$ cat config.mk
export PLATFORM = sky130hd
export DESIGN_NAME = bpred_table
export DESIGN_NICKNAME = d
export VERILOG_FILES = /design/src/rtl/bpred_pkg.sv /design/src/rtl/bpred_index.sv /design/src/rtl/bpred_counter.sv /design/src/rtl/bpred_table.sv
export SDC_FILE = /design/constraint.sdc
export NUM_CORES = 1
export LEC_CHECK = 0
export BUFFER_PORTS_ARGS = -buffer_cell sky130_fd_sc_hd__buf_4
export CORE_MARGIN = 2
export CORE_UTILIZATION = 39
export CTS_CLUSTER_DIAMETER = 50
export DETAILED_ROUTE_END_ITERATION = 16
export PLACE_DENSITY = 0.68
export SKIP_CTS_REPAIR_TIMING = 1
export SYNTH_ARGS = -nofsm -noshare
export SYNTH_HDL_FRONTEND = slang
export SYNTH_HIERARCHICAL = 1
export SYNTH_SLANG_ARGS = --single-unit
$ cat constraint.sdc
create_clock -name clk -period 1.65 [get_ports clk]
set_input_delay 0 -clock clk [delete_from_list [all_inputs] [get_ports clk]]
set_output_delay 0 -clock clk [all_outputs]
set_load 0.005 [all_outputs]
$ cat src/rtl/bpred_pkg.sv
package bpred_pkg;

   // Largest value an n-bit counter may hold.
   function automatic int unsigned cnt_top(input int unsigned w);
      return (32'd1 << w) - 32'd1;
   endfunction

   // Reset value: one step below the taken threshold.
   function automatic int unsigned cnt_start(input int unsigned w);
      return (32'd1 << (w - 1)) - 32'd1;
   endfunction

   // Smallest value that yields a taken guess.
   function automatic int unsigned cnt_threshold(input int unsigned w);
      return 32'd1 << (w - 1);
   endfunction

endpackage

$ cat src/rtl/bpred_index.sv
module bpred_index #(
   parameter int unsigned PC_W  = 32,
   parameter int unsigned IDX_W = 6
) (
   input  logic [PC_W-1:0]  pc,
   output logic [IDX_W-1:0] idx
);
   localparam int unsigned LO = 2;
   localparam int unsigned HI = IDX_W + LO - 1;

   if (PC_W <= HI + 1) begin : g_bad_width
      $error("bpred_index: PC_W must exceed IDX_W+2");
   end
   if (IDX_W < 1) begin : g_bad_idx
      $error("bpred_index: IDX_W must be at least 1");
   end

   // Byte-offset bits and bits above the index take no part.
   assign idx = pc[HI:LO];

   logic unused_bits;
   assign unused_bits = ^{pc[PC_W-1:HI+1], pc[LO-1:0]};

endmodule

$ cat src/rtl/bpred_counter.sv
module bpred_counter #(
   parameter int unsigned CNT_W = 2
) (
   input  logic             clk,
   input  logic             rst_n,
   input  logic             en,
   input  logic             taken,
   output logic [CNT_W-1:0] cnt
);
   import bpred_pkg::*;

   localparam logic [CNT_W-1:0] TOP   = CNT_W'(cnt_top(CNT_W));
   localparam logic [CNT_W-1:0] START = CNT_W'(cnt_start(CNT_W));
   localparam logic [CNT_W-1:0] ONE   = CNT_W'(1);
   localparam logic [CNT_W-1:0] ZERO  = '0;

   if (CNT_W < 1 || CNT_W > 16) begin : g_bad_cnt
      $error("bpred_counter: CNT_W must lie in 1..16");
   end

   if (CNT_W == 1) begin : g_last_outcome
      // A one-bit counter simply remembers the last outcome.
      always_ff @(posedge clk or negedge rst_n) begin
         if (!rst_n)  cnt <= START;
         else if (en) cnt <= taken;
      end
   end else begin : g_saturating
      logic at_top, at_bottom;
      logic [CNT_W-1:0] cnt_nx;

      assign at_top    = (cnt == TOP);
      assign at_bottom = (cnt == ZERO);

      always_comb begin
         cnt_nx = cnt;
         if (taken && !at_top)        cnt_nx = cnt + ONE;
         else if (!taken && !at_bottom) cnt_nx = cnt - ONE;
      end

      always_ff @(posedge clk or negedge rst_n) begin
         if (!rst_n)  cnt <= START;
         else if (en) cnt <= cnt_nx;
      end
   end

   a_r2_reset_value: assert property (@(posedge clk) disable iff (!rst_n)
      $rose(rst_n) |-> cnt == START);
   a_r6_count_up: assert property (@(posedge clk) disable iff (!rst_n)
      (en && taken && cnt != TOP) |=> cnt == $past(cnt) + ONE);
   a_r6_count_down: assert property (@(posedge clk) disable iff (!rst_n)
      (en && !taken && cnt != ZERO) |=> cnt == $past(cnt) - ONE);
   a_r4_hold_top: assert property (@(posedge clk) disable iff (!rst_n)
      (en && taken && cnt == TOP) |=> cnt == TOP);
   a_r5_hold_bottom: assert property (@(posedge clk) disable iff (!rst_n)
      (en && !taken && cnt == ZERO) |=> cnt == ZERO);
   a_r7_idle_stable: assert property (@(posedge clk) disable iff (!rst_n)
      !en |=> $stable(cnt));

endmodule

$ cat src/rtl/bpred_table.sv
module bpred_table #(
   parameter int unsigned PC_W  = 32,
   parameter int unsigned IDX_W = 6,
   parameter int unsigned CNT_W = 2
) (
   input  logic            clk,
   input  logic            rst_n,
   input  logic [PC_W-1:0] lk_pc,
   output logic            lk_taken,
   input  logic            up_valid,
   input  logic [PC_W-1:0] up_pc,
   input  logic            up_taken
);
   import bpred_pkg::*;

   localparam int unsigned ENTRIES = 1 << IDX_W;
   localparam logic [CNT_W-1:0] HALF = CNT_W'(cnt_threshold(CNT_W));

   if (IDX_W > 10) begin : g_too_deep
      $error("bpred_table: IDX_W above 10 makes an oversized table");
   end

   logic [IDX_W-1:0] lk_idx, up_idx;
   logic [CNT_W-1:0] cnt_all [ENTRIES];
   logic [ENTRIES-1:0] wr_sel;
   logic [CNT_W-1:0] lk_cnt;

   bpred_index #(.PC_W(PC_W), .IDX_W(IDX_W)) u_lk_index (
      .pc (lk_pc),
      .idx(lk_idx)
   );

   bpred_index #(.PC_W(PC_W), .IDX_W(IDX_W)) u_up_index (
      .pc (up_pc),
      .idx(up_idx)
   );

   for (genvar e = 0; e < ENTRIES; e++) begin : g_entry
      assign wr_sel[e] = up_valid && (up_idx == IDX_W'(e));
      bpred_counter #(.CNT_W(CNT_W)) u_cnt (
         .clk  (clk),
         .rst_n(rst_n),
         .en   (wr_sel[e]),
         .taken(up_taken),
         .cnt  (cnt_all[e])
      );
   end

   // The read uses the stored value, so a same-cycle update is not seen.
   assign lk_cnt   = cnt_all[lk_idx];
   // The top bit of the counter is set exactly when the value is at least HALF.
   assign lk_taken = lk_cnt[CNT_W-1];

   a_r9_single_write: assert property (@(posedge clk) disable iff (!rst_n)
      $onehot0(wr_sel));
   a_r3_threshold: assert property (@(posedge clk) disable iff (!rst_n)
      lk_taken == (lk_cnt >= HALF));

endmodule

==> PnR_summary.wiki, run 1 <==
{| class="wikitable"
! Metric !! Value
|-
| Result of the run || complete, but fails checks
|-
| Failing checks || negative setup slack
|-
| Most numerous cell in the Yosys netlist || nor2_1
|-
| Number of antenna violations at the first check in global routing || 0
|-
| Clock skew || between 4 and 5 ps
|-
| Area post-placement || between 8000 and 9000 um2
|-
| Width of the die || around 140 um
|-
| Share of layout cells above drive strength 1 || 0.245
|-
| Transition at the pin with the smallest max-transition slack || around 550 ps
|-
| Buffers and inverters on the worst path || 1
|-
| Power per standard cell area || approximately 1500 nW/um2
|-
| Total via count in the routed design || around 5600
|-
| Kind of capture point of the worst setup path || output port
|-
| Synth Register Bits || roughly 130
|-
| Largest area contributor in the netlist || dfstp_2
|-
| Worst setup slack after layout || -724 ps
|-
| Maximum number of pins on one net before global-route repair || 65
|-
| Post-route ant nets || 0
|-
| Min Hold Slack || approximately 100 ps
|-
| Buffer cell driving the clock tree root || clkbuf_16
|-
| Largest voltage drop on the vdd net || 0.000784 V
|-
| Final Routed Wirelength || about 18000 um
|-
| Top cells by area, synth || dfstp_2, dfrtp_1, mux2i_1
|-
| Maximum root-to-sink buffer count || 2
|-
| Largest registers || g_entry.u_cnt/cnt x128
|-
| Max_cap viols || 0
|-
| Proportion of netlist area held by the largest area contributor || 0.233
|-
| Overall Power || 12.5 mW
|-
| Proportion of synthesized chip area in sequential cells || 0.456
|-
| RD Place Congestion || about 0.74
|-
| Synthesized instance count || 661
|-
| Number of max-slew violations in the final report || 0
|-
| DRC violation total after the first TritonRoute iteration || around 350
|-
| Final core area utilization || 0.476
|-
| Final setup violation count || 1
|-
| Effective utilization at floorplan || 0.400
|-
| DRC errors left || 0
|-
| Arrival time of the worst setup path || 2370 ps
|-
| Family of cells with the greatest summed delay on the critical path || multiplexers
|-
| Critical-path cell list || mux4_2, mux4_2, or2_0, a32o_2, buf_6
|-
| Unique masters post-synth || 28
|-
| Async set-reset flop share out of synthesis || 1.00
|-
| Synthesized netlist net count || 729
|-
| Chip height || ~140 um
|-
| CP Data Required Time || approximately 1700 ps
|-
| Average cell area after synthesis || 10.9 um2
|-
| Clk slew on worst S/H paths || 60 ps
|-
| Synthesis Warnings || 6
|-
| Final Critical Period || 2370 ps
|-
| Total of fill cells in the finished design || approximately 1700
|-
| Max Clock Freq || approximately 0.42 GHz
|-
| Remaining global-route overflow || 0
|-
| Net count, final || 805
|-
| Layout overhead on the synthesized area || 19.0%
|-
| Via density || around 5.7
|-
| Floorplan core area || 18000 um2
|-
| Antenna Diode Count || 0
|-
| Average wire per cell in the routed design || 17.9 um
|-
| Via count of the first global-routing pass || just under 6000
|-
| Number of levels in the clock H-tree || 4
|-
| Port Buffers || 16
|-
| Ports placed on the boundary || 69
|-
| Standard-cell rows || approximately 50
|-
| Final period util || 1.44
|-
| Setup repair after global routing missed its margin || true
|-
| Final Instance Area || ~8600 um2
|-
| TritonCTS clock tree || built
|-
| Global-route usage over all layers || 0.187
|-
| Sinks on Clock Net || approximately 130
|-
| Number of flops mapped to enable cells by yosys || 0
|-
| Commonest register cell after synthesis || dfstp_2
|-
| First-pass detailed-route iteration total || 5
|-
| Flip-flop count of the largest register, all copies and words added || 128
|-
| Global-route wire length before repair || slightly below 30000 um
|-
| Post-DP HPWL || around 12000 um
|-
| Syn Std Cell Area || just over 7000 um2
|-
| Minimum setup slack after placement || -283 ps
|-
| Top post-synthesis cells by count || nor2_1, a21boi_0
|-
| Standby leakage power || 3.81 nW
|-
| Clock buffers created by TritonCTS || 17
|-
| Cell with the largest stage delay on the worst path || mux4_2
|-
| Clock Latency Late Sink || around 420 ps
|-
| Type of the worst setup path || reg2out
|-
| Most repeated library cell on the critical path || mux4_2
|-
| Max incr delay on CP || around 500 ps
|-
| Type of the worst min-delay path || in2reg
|-
| Worst-case headroom to the max-slew limit || 0.635
|-
| Final Hold Vio Count || 0
|-
| Die Footprint || 19600 um2
|-
| Worst setup SP type || register
|-
| Worst-path maximum fanout || 2
|-
| Register ranked first by flip-flop count || g_entry.u_cnt/cnt
|}
-- worst register-to-register path, stage by stage (launching register included) --
cell,delay [ps]
dfrtp_1,390
buf_4,150
a21o_1,150
a22o_1,230
-- cell type report --
cell class / instances / area, um2 / area share
multi-input cells: 511 / 3770 / 0.440
flip-flops and latches: 128 / 3280 / 0.383
repair buffers: 79 / 687 / 0.0801
clock buffers: 27 / 513 / 0.0598
well taps: 229 / 287 / 0.0334
clock inverters: 5 / 27.5 / 0.00321
-- kinds of logic after synthesis --
logic type,synth area share
compound gates,0.262
buf+inv,0.0189
flops,0.456
mux,0.146
simple gates,0.118
-- path summary, 6_finish.rpt --
kind | startpoint | end | slack [ps] | depth (start not counted)
max reg2reg | g_entry[23].u_cnt/cnt[1]$_DFFE_PN0P_ | g_entry[23].u_cnt/cnt[1]$_DFFE_PN0P_ | 610 | 3
min | up_taken | g_entry[17].u_cnt/cnt[0]$_DFFE_PN1P_ | 100 | 3
min in group asynchronous | rst_n | g_entry[33].u_cnt/cnt[1]$_DFFE_PN0P_ | 110 | 2
min reg2reg | g_entry[5].u_cnt/cnt[0]$_DFFE_PN1P_ | g_entry[5].u_cnt/cnt[0]$_DFFE_PN1P_ | 480 | 1
max in group asynchronous | rst_n | g_entry[18].u_cnt/cnt[0]$_DFFE_PN1P_ | 780 | 3
max | g_entry[23].u_cnt/cnt[1]$_DFFE_PN0P_ | lk_taken | -720 | 5
-- cells in the final DEF (no fill, tap or decap), types with 13 or more instances in the layout --
master     instances
mux2i_1           64
dfstp_2           64
a22o_1            64
a21boi_0          65
nand2b_1          64
a21o_1            64
mux4_2            13
clkbuf_16         17
nor2_1            68
dfrtp_1           64
o21ai_0           64
buf_4             70
-- stage by stage --
stage / TNS, ps / std cells
2_1_floorplan: -42.6 / 661
4_1_cts: -744 / 978
3_5_place_dp: -283 / 946
5_1_grt: -790 / 979
3_3_place_gp: -257 / 946
6_report: -724 / 979
-- report_power, final --
part	switching, mW	internal (mW)
logic	1.54	2.35
clock network	1.34	2.11
registers	0.787	4.33
total	3.67	8.79
-- metal layers --
| metal | part of all wire | GRT usage | vias up |
|---|---|---|---|
| met1 | 0.44 | 0.229 | 2835 |
| met2 | 0.50 | 0.316 | 122 |
| met4 | 0.024 | 0.0747 | 0 |
| li1 | - | - | 2616 |
| met5 | 0 | 0 | - |
| met3 | 0.039 | 0.0489 | 33 |
Power figures use the tool's default switching activity.
==> inputs of run 2 (changes only) <==
--- a/config.mk
+++ b/config.mk
@@ -10,6 +10,7 @@
 export CORE_UTILIZATION = 39
 export CTS_CLUSTER_DIAMETER = 50
 export DETAILED_ROUTE_END_ITERATION = 16
+export GPL_ROUTABILITY_DRIVEN = 0
 export PLACE_DENSITY = 0.68
 export SKIP_CTS_REPAIR_TIMING = 1
 export SYNTH_ARGS = -nofsm -noshare
==> constraint.sdc (replaced) <==
create_clock -name clk -period 1.65 [get_ports clk]
set_input_delay 0.165 -clock clk [delete_from_list [all_inputs] [get_ports clk]]
set_output_delay 0.165 -clock clk [all_outputs]
set_load 0.005 [all_outputs]
==> run 2 against run 1 <==
  * The flow still finishes with violations (negative setup slack)
  * Die area unchanged
  * Register-to-register slack about the same
  * Sequential share of layout area decreased by 0.23 points
  * Combinational power increased by 5.1%
  * Wire length decreased by 1.1%
  * Critical endpoint unchanged
  * Largest cell class unchanged
  * Highest routed layer unchanged
==> PnR_summary.wiki, run 2 (synthesized netlist as in run 1, its figures left out) <==
{| class="wikitable"
! Metric !! Value
|-
| First-pass detailed-route iteration total || 5
|-
| Average wire per cell in the routed design || between 15 and 20 um
|-
| Critical-path cell list || mux4_2, mux4_2, or2_0, a32o_2, buf_6
|-
| Register ranked first by flip-flop count || g_entry.u_cnt/cnt
|-
| Final setup violation count || 1
|-
| Transition at the pin with the smallest max-transition slack || slightly below 500 ps
|-
| Effective utilization at floorplan || 0.400
|-
| Standard-cell rows || 49
|-
| DRC errors left || 0
|-
| Antenna Diode Count || 0
|-
| Final period util || 1.55
|-
| Most repeated library cell on the critical path || mux4_2
|-
| Arrival time of the worst setup path || around 2400 ps
|-
| Final Hold Vio Count || 0
|-
| Clk slew on worst S/H paths || 50 ps
|-
| Global Route met3 Usage || 0.0472
|-
| Layout overhead on the synthesized area || 19.7%
|-
| Die Footprint || ~20000 um2
|-
| Largest registers || g_entry.u_cnt/cnt x128
|-
| Width of the die || 140 um
|-
| Post-DP HPWL || about 12000 um
|-
| Power per standard cell area || roughly 1400 nW/um2
|-
| Final Routed Wirelength || approximately 17000 um
|-
| Type of the worst min-delay path || in2reg
|-
| Setup repair after global routing missed its margin || true
|-
| Buffers and inverters on the worst path || 1
|-
| Maximum root-to-sink buffer count || 2
|-
| Met1 track demand over resource in global routing || 0.232
|-
| Chip height || 140 um
|-
| Max incr delay on CP || between 500 and 600 ps
|-
| Number of levels in the clock H-tree || 4
|-
| Result of the run || complete, but fails checks
|-
| Max_cap viols || 0
|-
| Maximum number of pins on one net before global-route repair || 75
|-
| Met2 track utilization from global routing || 0.312
|-
| Remaining global-route overflow || 0
|-
| Total via count in the routed design || around 5600
|-
| Peak-usage layer in the global routing report || met2
|-
| CP Data Required Time || around 1500 ps
|-
| Clock Latency Late Sink || roughly 420 ps
|-
| Share of layout cells above drive strength 1 || 0.252
|-
| Worst-path maximum fanout || 2
|-
| Total of fill cells in the finished design || roughly 1700
|-
| Final core area utilization || 0.478
|-
| DRC violation total after the first TritonRoute iteration || 327
|-
| Standby leakage power || roughly 3.8 nW
|-
| Largest voltage drop on the vdd net || roughly 0.00082 V
|-
| Type of the worst setup path || reg2out
|-
| Floorplan core area || roughly 18000 um2
|-
| Global-route usage over all layers || 0.185
|-
| Final Critical Period || 2550 ps
|-
| Post-route ant nets || 0
|-
| Port Buffers || 16
|-
| Max Clock Freq || around 0.4 GHz
|-
| Cell with the largest stage delay on the worst path || mux4_2
|-
| Minimum setup slack after placement || -501 ps
|-
| Sinks on Clock Net || between 100 and 150
|-
| Worst setup slack after layout || -903 ps
|-
| Flip-flop count of the largest register, all copies and words added || approximately 130
|-
| Overall Power || 12.4 mW
|-
| Family of cells with the greatest summed delay on the critical path || multiplexers
|-
| Ports placed on the boundary || between 60 and 70
|-
| Failing checks || negative setup slack
|-
| Highest-count cells in the layout ignoring fill and taps || buf_4, nor2_1, a21boi_0
|-
| Clock buffers created by TritonCTS || 17
|-
| Buffer cell driving the clock tree root || clkbuf_16
|-
| Net count, final || between 800 and 900
|-
| Kind of capture point of the worst setup path || output port
|-
| Clock skew || roughly 6.2 ps
|-
| Via density || roughly 5.7
|-
| Number of antenna violations at the first check in global routing || 0
|-
| TritonCTS clock tree || built
|-
| Worst-case headroom to the max-slew limit || 0.671
|-
| Worst setup SP type || register
|-
| Leading cell type in the layout, fill and taps excluded || buf_4
|-
| Global-route wire length before repair || roughly 29000 um
|-
| Via count of the first global-routing pass || around 5800
|-
| Number of max-slew violations in the final report || 0
|}
run 2: stage by stage:
step	cells	hold slack (ps)	TNS (ps)	instance area, um2
2_1_floorplan	661	-131	-247	7200
3_3_place_gp	957	214	-509	8100
3_5_place_dp	957	211	-501	8100
4_1_cts	989	-238	-976	8620
5_1_grt	990	281	-967	8620
6_report	990	264	-903	8620
run 2: worst paths after layout:
check | start | endpoint | slack, ps | depth (start not counted)
setup reg to reg | g_entry[31].u_cnt/cnt[1]$_DFFE_PN0P_ | g_entry[31].u_cnt/cnt[1]$_DFFE_PN0P_ | 610 | 3
setup / recovery | g_entry[7].u_cnt/cnt[1]$_DFFE_PN0P_ | lk_taken | -900 | 5
max in group asynchronous | rst_n | g_entry[29].u_cnt/cnt[0]$_DFFE_PN1P_ | 950 | 3
hold / removal | up_taken | g_entry[38].u_cnt/cnt[0]$_DFFE_PN1P_ | 260 | 3
hold reg to reg | g_entry[11].u_cnt/cnt[0]$_DFFE_PN1P_ | g_entry[11].u_cnt/cnt[0]$_DFFE_PN1P_ | 480 | 1
min in group asynchronous | rst_n | g_entry[51].u_cnt/cnt[1]$_DFFE_PN0P_ | 290 | 3
run 2: metal layers:
layer	wire length, um	vias up
met5	0	-
met4	291	0
met3	802	31
met2	8640	119
met1	7650	2844
li1	-	2645
run 2: final cells by class:
class                   instances  area (um2)  area share
multi-input cells             511        3780       0.438
flip-flops and latches        128        3280       0.381
repair buffers                 90         761      0.0882
clock buffers                  26         479      0.0556
well taps                     229         287      0.0332
clock inverters                 6        35.0     0.00406
run 2: power by group:
group	total (mW)	internal (mW)	switching, mW
registers	5.03	4.33	0.702
clock network	3.31	1.98	1.33
logic	4.09	2.48	1.61
run 2: worst register-to-register path, stage by stage (launching register included):
cell	delay, ps
dfrtp_1	380
buf_4	150
a21o_1	160
a22o_1	230
